File: src/rtl/cfghdr_pkg.sv
// Shared constants, header pattern and helpers for the header detector.
// Assumes 32-bit header words made of four bytes.
package cfghdr_pkg;

    localparam int WORD_BYTES = 4;
    localparam int WORD_W     = WORD_BYTES * 8;
    localparam int HDR_WORDS  = 13;
    localparam int HDR_BYTES  = HDR_WORDS * WORD_BYTES;

    localparam logic [WORD_W-1:0] FILL_WORD = 32'hFFFF_FFFF;

    typedef enum logic {
        ST_SEARCH = 1'b0,
        ST_PASS   = 1'b1
    } det_state_t;

    // Expected header word at a given position; sync words at 8, 9 and 12.
    function automatic logic [WORD_W-1:0] hdr_word(input int idx);
        case (idx)
            8:       return 32'h0000_00BB;
            9:       return 32'h1122_0044;
            12:      return 32'hAA99_5566;
            default: return FILL_WORD;
        endcase
    endfunction

    // Reverse the byte order inside one word.
    function automatic logic [WORD_W-1:0] rev_bytes(input logic [WORD_W-1:0] w);
        return {w[7:0], w[15:8], w[23:16], w[31:24]};
    endfunction

endpackage

File: src/rtl/cfghdr_window.sv
// Sliding byte window: holds the last DEPTH accepted bytes.
// Byte 0 of win_flat (bits 7:0) is the oldest byte, i.e. the candidate start.
// Assumes the caller tracks how many bytes are valid.
module cfghdr_window #(
    parameter int DEPTH = 52
) (
    input  logic               clk,
    input  logic               rst_n,
    input  logic               shift,
    input  logic [7:0]         byte_in,
    output logic [DEPTH*8-1:0] win_flat
);

    logic [7:0] cells [DEPTH];

    for (genvar i = 0; i < DEPTH; i++) begin : g_cell
        if (i == DEPTH - 1) begin : g_tail
            // Newest byte enters at the top of the window.
            always_ff @(posedge clk) begin
                if (!rst_n)     cells[i] <= '0;
                else if (shift) cells[i] <= byte_in;
            end
        end else begin : g_body
            // Every other cell takes its younger neighbour.
            always_ff @(posedge clk) begin
                if (!rst_n)     cells[i] <= '0;
                else if (shift) cells[i] <= cells[i+1];
            end
        end
        assign win_flat[i*8 +: 8] = cells[i];
    end

    // the window never moves without an accepted byte.
    p_window_hold_r4: assert property (@(posedge clk) disable iff (!rst_n)
        !shift |=> $stable(win_flat));

endmodule

File: src/rtl/cfghdr_match.sv
// Header comparator: checks the window against the 13-word pattern.
// Each word may match as-is or byte-reversed, and a reversed match on a
// non-filler word latches swap mode for the words after it.
// Purely combinational; clk/rst_n serve only the embedded property.
module cfghdr_match #(
    parameter int WORDS = cfghdr_pkg::HDR_WORDS
) (
    input  logic                                         clk,
    input  logic                                         rst_n,
    input  logic                                         full,
    input  logic [WORDS*cfghdr_pkg::WORD_BYTES*8-1:0]    win_flat,
    output logic                                         hit,
    output logic                                         swapped
);
    import cfghdr_pkg::*;

    logic [WORDS:0]   swap_chain;
    logic [WORDS-1:0] word_ok;

    assign swap_chain[0] = 1'b0;

    for (genvar i = 0; i < WORDS; i++) begin : g_word
        localparam logic [WORD_W-1:0] PAT = hdr_word(i);
        logic [WORD_W-1:0] raw_w;
        logic [WORD_W-1:0] cur_w;
        logic [WORD_W-1:0] alt_w;
        logic              take_swap;

        // First stream byte is the most significant byte.
        assign raw_w = {win_flat[(4*i)*8 +: 8], win_flat[(4*i+1)*8 +: 8],
                        win_flat[(4*i+2)*8 +: 8], win_flat[(4*i+3)*8 +: 8]};
        // Word as seen under the swap mode reached so far.
        assign cur_w = swap_chain[i] ? rev_bytes(raw_w) : raw_w;
        assign alt_w = rev_bytes(cur_w);
        // Reversed form decides the order only if it is not the filler.
        assign take_swap       = (alt_w != FILL_WORD) && (alt_w == PAT);
        assign word_ok[i]      = take_swap || (cur_w == PAT);
        assign swap_chain[i+1] = swap_chain[i] | take_swap;
    end

    assign hit     = full && (&word_ok);
    assign swapped = swap_chain[WORDS];

    // a hit always starts on an all-ones first word.
    p_first_fill_r4: assert property (@(posedge clk) disable iff (!rst_n)
        hit |-> (win_flat[WORD_W-1:0] == FILL_WORD));

endmodule

File: src/rtl/cfghdr_packer.sv
// Body packer: groups accepted bytes into words and emits each one in the
// swapped layout. With mode set, the first byte goes to the top byte lane;
// with mode clear, it goes to the bottom lane.
// Assumes clear and take are not both high.
module cfghdr_packer #(
    parameter int WB = cfghdr_pkg::WORD_BYTES
) (
    input  logic            clk,
    input  logic            rst_n,
    input  logic            clear,
    input  logic            take,
    input  logic [7:0]      byte_in,
    input  logic            mode,
    output logic            word_valid,
    output logic [WB*8-1:0] word_data
);

    localparam int IW = (WB > 1) ? $clog2(WB) : 1;
    localparam logic [IW-1:0] LAST = IW'(WB - 1);

    logic [7:0]      held [WB-1];
    logic [IW-1:0]   fill;
    logic [WB*8-1:0] msb_first;
    logic [WB*8-1:0] lsb_first;

    // Assemble the word that the current byte would complete.
    always_comb begin
        for (int k = 0; k < WB - 1; k++) begin
            msb_first[(WB-1-k)*8 +: 8] = held[k];
            lsb_first[k*8 +: 8]        = held[k];
        end
        msb_first[7:0]              = byte_in;
        lsb_first[(WB-1)*8 +: 8]    = byte_in;
    end

    // Collect bytes, emit a word on the last lane, drop partial words on clear.
    always_ff @(posedge clk) begin
        if (!rst_n) begin
            fill       <= '0;
            word_valid <= 1'b0;
            word_data  <= '0;
            for (int k = 0; k < WB - 1; k++) held[k] <= '0;
        end else begin
            word_valid <= 1'b0;
            if (clear) begin
                fill <= '0;
            end else if (take) begin
                if (fill == LAST) begin
                    word_valid <= 1'b1;
                    word_data  <= mode ? msb_first : lsb_first;
                    fill       <= '0;
                end else begin
                    held[fill] <= byte_in;
                    fill       <= fill + 1'b1;
                end
            end
        end
    end

    // a word appears only after a byte was accepted.
    p_word_after_byte_r8: assert property (@(posedge clk) disable iff (!rst_n)
        word_valid |-> $past(take));

endmodule

File: src/rtl/cfghdr_detect.sv
// Configuration image header detector (top).
// Searches a byte stream for the 52-byte header at any byte offset, reports
// offset, byte order and alignment, then packs the body into swapped-layout
// words until stream_end. Assumes stream_end and in_valid are never high together.
module cfghdr_detect #(
    parameter int OFS_W = 16
) (
    input  logic                            clk,
    input  logic                            rst_n,
    input  logic                            in_valid,
    input  logic [7:0]                      in_byte,
    input  logic                            stream_end,
    output logic                            found,
    output logic [OFS_W-1:0]                hdr_offset,
    output logic                            hdr_swapped,
    output logic                            hdr_unaligned,
    output logic                            not_found,
    output logic                            word_valid,
    output logic [cfghdr_pkg::WORD_W-1:0]   word_data
);
    import cfghdr_pkg::*;

    localparam logic [OFS_W-1:0] HDR_LEN = OFS_W'(HDR_BYTES);
    localparam logic [OFS_W-1:0] CNT_MAX = '1;

    det_state_t           state;
    logic [OFS_W-1:0]     byte_cnt;
    logic [HDR_BYTES*8-1:0] win_flat;
    logic                 win_full;
    logic                 m_hit;
    logic                 m_swapped;
    logic                 hit_now;
    logic                 win_shift;
    logic                 pk_take;
    logic                 pk_clear;
    logic                 pk_mode;

    // Search-side control derived from the current state.
    always_comb begin
        win_full  = (byte_cnt >= HDR_LEN);
        hit_now   = (state == ST_SEARCH) && m_hit;
        win_shift = (state == ST_SEARCH) && in_valid && !stream_end && !hit_now;
        pk_take   = in_valid && !stream_end && ((state == ST_PASS) || hit_now);
        pk_clear  = stream_end || ((state == ST_SEARCH) && !hit_now);
        pk_mode   = (state == ST_SEARCH) ? m_swapped : hdr_swapped;
    end

    cfghdr_window #(.DEPTH(HDR_BYTES)) u_window (
        .clk      (clk),
        .rst_n    (rst_n),
        .shift    (win_shift),
        .byte_in  (in_byte),
        .win_flat (win_flat)
    );

    cfghdr_match #(.WORDS(HDR_WORDS)) u_match (
        .clk      (clk),
        .rst_n    (rst_n),
        .full     (win_full),
        .win_flat (win_flat),
        .hit      (m_hit),
        .swapped  (m_swapped)
    );

    cfghdr_packer #(.WB(WORD_BYTES)) u_packer (
        .clk        (clk),
        .rst_n      (rst_n),
        .clear      (pk_clear),
        .take       (pk_take),
        .byte_in    (in_byte),
        .mode       (pk_mode),
        .word_valid (word_valid),
        .word_data  (word_data)
    );

    // State, byte counter and header report registers.
    always_ff @(posedge clk) begin
        if (!rst_n) begin
            state         <= ST_SEARCH;
            byte_cnt      <= '0;
            found         <= 1'b0;
            not_found     <= 1'b0;
            hdr_offset    <= '0;
            hdr_swapped   <= 1'b0;
            hdr_unaligned <= 1'b0;
        end else begin
            found     <= 1'b0;
            not_found <= 1'b0;
            case (state)
                ST_SEARCH: begin
                    if (hit_now) begin
                        found         <= 1'b1;
                        hdr_offset    <= byte_cnt - HDR_LEN;
                        hdr_swapped   <= m_swapped;
                        hdr_unaligned <= (byte_cnt != HDR_LEN);
                        if (stream_end) byte_cnt <= '0;
                        else            state    <= ST_PASS;
                    end else if (stream_end) begin
                        not_found <= 1'b1;
                        byte_cnt  <= '0;
                    end else if (in_valid && byte_cnt != CNT_MAX) begin
                        byte_cnt <= byte_cnt + 1'b1;
                    end
                end
                ST_PASS: begin
                    if (stream_end) begin
                        state    <= ST_SEARCH;
                        byte_cnt <= '0;
                    end
                end
                default: state <= ST_SEARCH;
            endcase
        end
    end

    // found is a single-cycle pulse.
    p_found_pulse_r10: assert property (@(posedge clk) disable iff (!rst_n)
        found |=> !found);

    // found and not_found never coincide.
    p_found_excl_r10: assert property (@(posedge clk) disable iff (!rst_n)
        !(found && not_found));

    // report fields hold between detections.
    p_fields_hold_r10: assert property (@(posedge clk) disable iff (!rst_n)
        !found |-> ($stable(hdr_offset) && $stable(hdr_swapped) && $stable(hdr_unaligned)));

    // the alignment flag agrees with the reported offset.
    p_unaligned_r3: assert property (@(posedge clk) disable iff (!rst_n)
        found |-> (hdr_unaligned == (hdr_offset != '0)));

    // a not-found pulse leaves the search restarted at offset zero.
    p_restart_r7: assert property (@(posedge clk) disable iff (!rst_n)
        not_found |-> (byte_cnt == '0) && (state == ST_SEARCH));

endmodule

File: config.mk
export PLATFORM = sky130hd
export DESIGN_NAME = cfghdr_detect
export DESIGN_NICKNAME = d
export VERILOG_FILES = /design/src/rtl/cfghdr_pkg.sv /design/src/rtl/cfghdr_window.sv /design/src/rtl/cfghdr_match.sv /design/src/rtl/cfghdr_packer.sv /design/src/rtl/cfghdr_detect.sv
export SDC_FILE = /design/constraint.sdc
export NUM_CORES = 1
export LEC_CHECK = 0
export BUFFER_PORTS_ARGS = -buffer_cell sky130_fd_sc_hd__buf_2
export CAP_MARGIN = 15
export CORE_ASPECT_RATIO = 0.8
export CORE_MARGIN = 4
export CORE_UTILIZATION = 55
export DETAILED_ROUTE_END_ITERATION = 8
export PLACE_DENSITY = 0.72
export SYNTH_ARGS = -nofsm -noshare
export SYNTH_HDL_FRONTEND = slang
export SYNTH_HIERARCHICAL = 1
export SYNTH_SLANG_ARGS = --single-unit
File: constraint.sdc
create_clock -name clk -period 17.3 [get_ports clk]
set_clock_uncertainty 0.05 [all_clocks]
set_input_delay 1.73 -clock clk [delete_from_list [all_inputs] [get_ports clk]]
set_output_delay 1.73 -clock clk [all_outputs]
set_load 0.005 [all_outputs]
==> run summary <==
Outcome - finished clean
Top post-synthesis cells by area - edfxtp_1 (62%), and3_1 (12%), dfxtp_1 (6.8%)
Via count of the first global-routing pass - 12100
Reg power frac - 57.1%
Endpoints failing setup - 0
Final Hold Fails - 0
Synth top area share - 62.1%
CTS buffer count - 48
Clock Sinks - 512
Row Count - 64
Crit Path Class - flip-flop to flip-flop
Dpl cells - 1984
# DRC - 0
GP Congestion - 0.857
Slew @ Worst Pin - 1070 ps
Pleak - 0.00968 uW
Combinational Power Share - 3.1%
Ant diodes - 0
Maximum vdd drop - 0.0000746 V
Synth warn - 6
Delay-heaviest family, CP - simple AND/OR/NAND/NOR gates
Overall power - 2530 uW
Crit start category - flip-flop
Fin Hold WS - 410 ps
Die X-Extent - 228 um
Main synth FF type - edfxtp_1
DRT Wirelength - 42000 um
Hold-fix buffers at CTS - 0
Die area - 0.0419 mm2
Buf+Inv Stages, Crit Path - 2
Initial antenna violation count - 0
Post-synth top area cell - edfxtp_1
Worst EP required - 17420 ps
Starting density of the core - 55.7%
Final worst-path cycle share - 34.7%
First-pass GRT wire length - 66700 um
Layout area overhead - 8.24%
Total Nets Final - 1563
Layout cell share with drive strength beyond 1 - 10.4%
Arrival @ worst endpoint - 6130 ps
Worst-Skew Late Latency - 550 ps
Floorplan core area - 0.0382 mm2
Max_cap viols - 0
Iteration-0 DRC Markers - 1206
DP Wirelength - 25700 um
Max-slew violations - 0
Min cycle time layout - 6000 ps
Clock Tree Buf Depth - 3
# port buffers - 64
Die Y - 184 um
Setup TNS - 0 ps
PostCTS Resize Cnt - 0
CP max stage delay - 890 ps
Root buf cell - clkbuf_16
Clock share of power - 39.8%
Ports - 65
Vias per Instance - 6.10
Net load switching power - 535 uW
CTS tree - yes
Largest net degree at the start of global routing - 187
Crit-path slowest cell - buf_4
Drt pass-1 iters - 5
Cell variety after synth - 58
Switching Fraction - 21.2%
Max frequency - 0.167 GHz
Synth Instances - 1541
Slew margin rel. - 28.7%
Mapped cell area - 0.0213 mm2
Global route overflow - 0
Internal power - 1990 uW
Reg clk slew, reported paths - 60 ps
Crit path cell chain - nor4_4 -> o211ai_1 -> or4b_2 -> nand4_1 -> nor4_1 -> nand3_1 -> a2111oi_0 -> and4_1 -> nor3_1 -> and2_4 -> nand2b_4 -> buf_4 -> buf_12
Register area share after synthesis - 68.9%
Setup crit end kind - flip-flop
Critical path peak fanout - 186
RSZ-0062 raised after global routing - false
Top cells by count, synth - edfxtp_1 (440), and3_1 (420), nand4_1 (88)
Detail Route Antenna Nets - 0
Post-CTS Setup Bufs - 0
Count leader, synth - edfxtp_1
Fraction of registers with async set or reset after synthesis - 0%
Syn nets - 1562
Hold WC Path Type - flip-flop to flip-flop
Cell area power density - 110 mW/mm2
Drt wl/cell - 20.3 um
Syn avg cell area - 13.8 um2
GRT Total Usage - 19.6%
Yosys reg bits - 512
H-tree Lvls - 2
Vias post-DR - 12600
Final cell count without fillers - 2074
Post-synth EDFFs - 440
==> state kept, by name, summed over array words and instances, names as in the netlist <==
register	cells
u_packer/held	24
hdr_unaligned	1
hdr_swapped	1
hdr_offset	16
u_packer/fill	2
state	1
found	1
u_packer/word_data	32
u_packer/word_valid	1
byte_cnt	16
u_window/cells	416
not_found	1
==> routing by layer <==
layer / vias to the layer above / share of wire [%] / routed length (um) / track usage, %
met2: 371 / 46 / 19400 / 30.5
li1: 5971 / - / - / -
met4: 0 / 1.9 / 781 / 5.02
met1: 6247 / 46 / 19200 / 29.2
met3: 53 / 6.4 / 2670 / 3.35
met5: - / 0 / 0 / 0
==> power by group through the flow <==
stage                     Sequential, uW  Clock (uW)  Combinational [uW]
after floorplan                     1480           0                66.2
after global placement              1470           0                77.1
after detailed placement            1470           0                78.4
after CTS                           1440        1030                78.5
after global routing                1450        1080                87.5
final                               1450        1010                78.5
==> metrics by stage <==
step           worst slack, ps  utilization, %  cell area [um2]
6_report                 11300            60.3            23000
2_1_floorplan             3950               -            21300
4_1_cts                  11180            60.1            23000
3_3_place_gp             11410            56.2            21500
3_5_place_dp             11280            56.2            21500
5_1_grt                  10560            60.3            23000
==> cell families after synthesis <==
| logic type | count (synthesis) | share of synthesized area, % |
|---|---|---|
| flip-flops | 512 | 68.9 |
| AND/OR/NAND/NOR | 733 | 21.3 |
| AO/OA/AOI/OAI | 86 | 2.52 |
| buffers and inverters | 145 | 4.24 |
| XOR/XNOR | 22 | 0.906 |
| multiplexers | 34 | 1.61 |
| adder cells (fa/ha/maj) | 9 | 0.530 |
==> worst register-to-register path: stages, from the launching register on <==
cell	delay (ps)
dfxtp_1	430
nor4_4	360
o211ai_1	170
or4b_2	660
nand4_1	120
nor4_1	60
nand3_1	80
a2111oi_0	60
and4_1	290
nor3_1	260
and2_4	380
nand2b_4	850
buf_4	910
buf_12	750
==> final cells by class <==
cell class / count / area, um2
fillers: 2919 / 15200
flip-flops and latches: 512 / 14700
multi-input cells: 884 / 5720
clock buffers: 66 / 1330
well taps: 495 / 619
repair buffers: 76 / 460
clock inverters: 21 / 155
inverters: 20 / 75.1
==> final timing paths <==
path	startpoint	to	slack [ps]	cells past startpoint
min reg2reg	u_packer/word_data[24]	u_packer/word_data[24]	410	2
min	u_packer/word_data[24]	u_packer/word_data[24]	410	2
max reg2reg	byte_cnt[8]	u_window/cells[0][4]	11300	13
max	byte_cnt[8]	u_window/cells[0][4]	11300	13
==> cell usage in the layout (no fill, tap or decap), types with 17 or more instances in the layout <==
cell	instances
nor4_1	33
nand2_1	58
nand4_1	88
clkbuf_16	50
mux2i_1	33
o22ai_1	32
xnor2_1	18
dfxtp_1	72
edfxtp_1	440
nor2_1	24
buf_2	63
and3_1	420
o21ai_0	21
nor3_1	37
inv_1	17
Note: power is estimated with default switching activity, not from simulation.
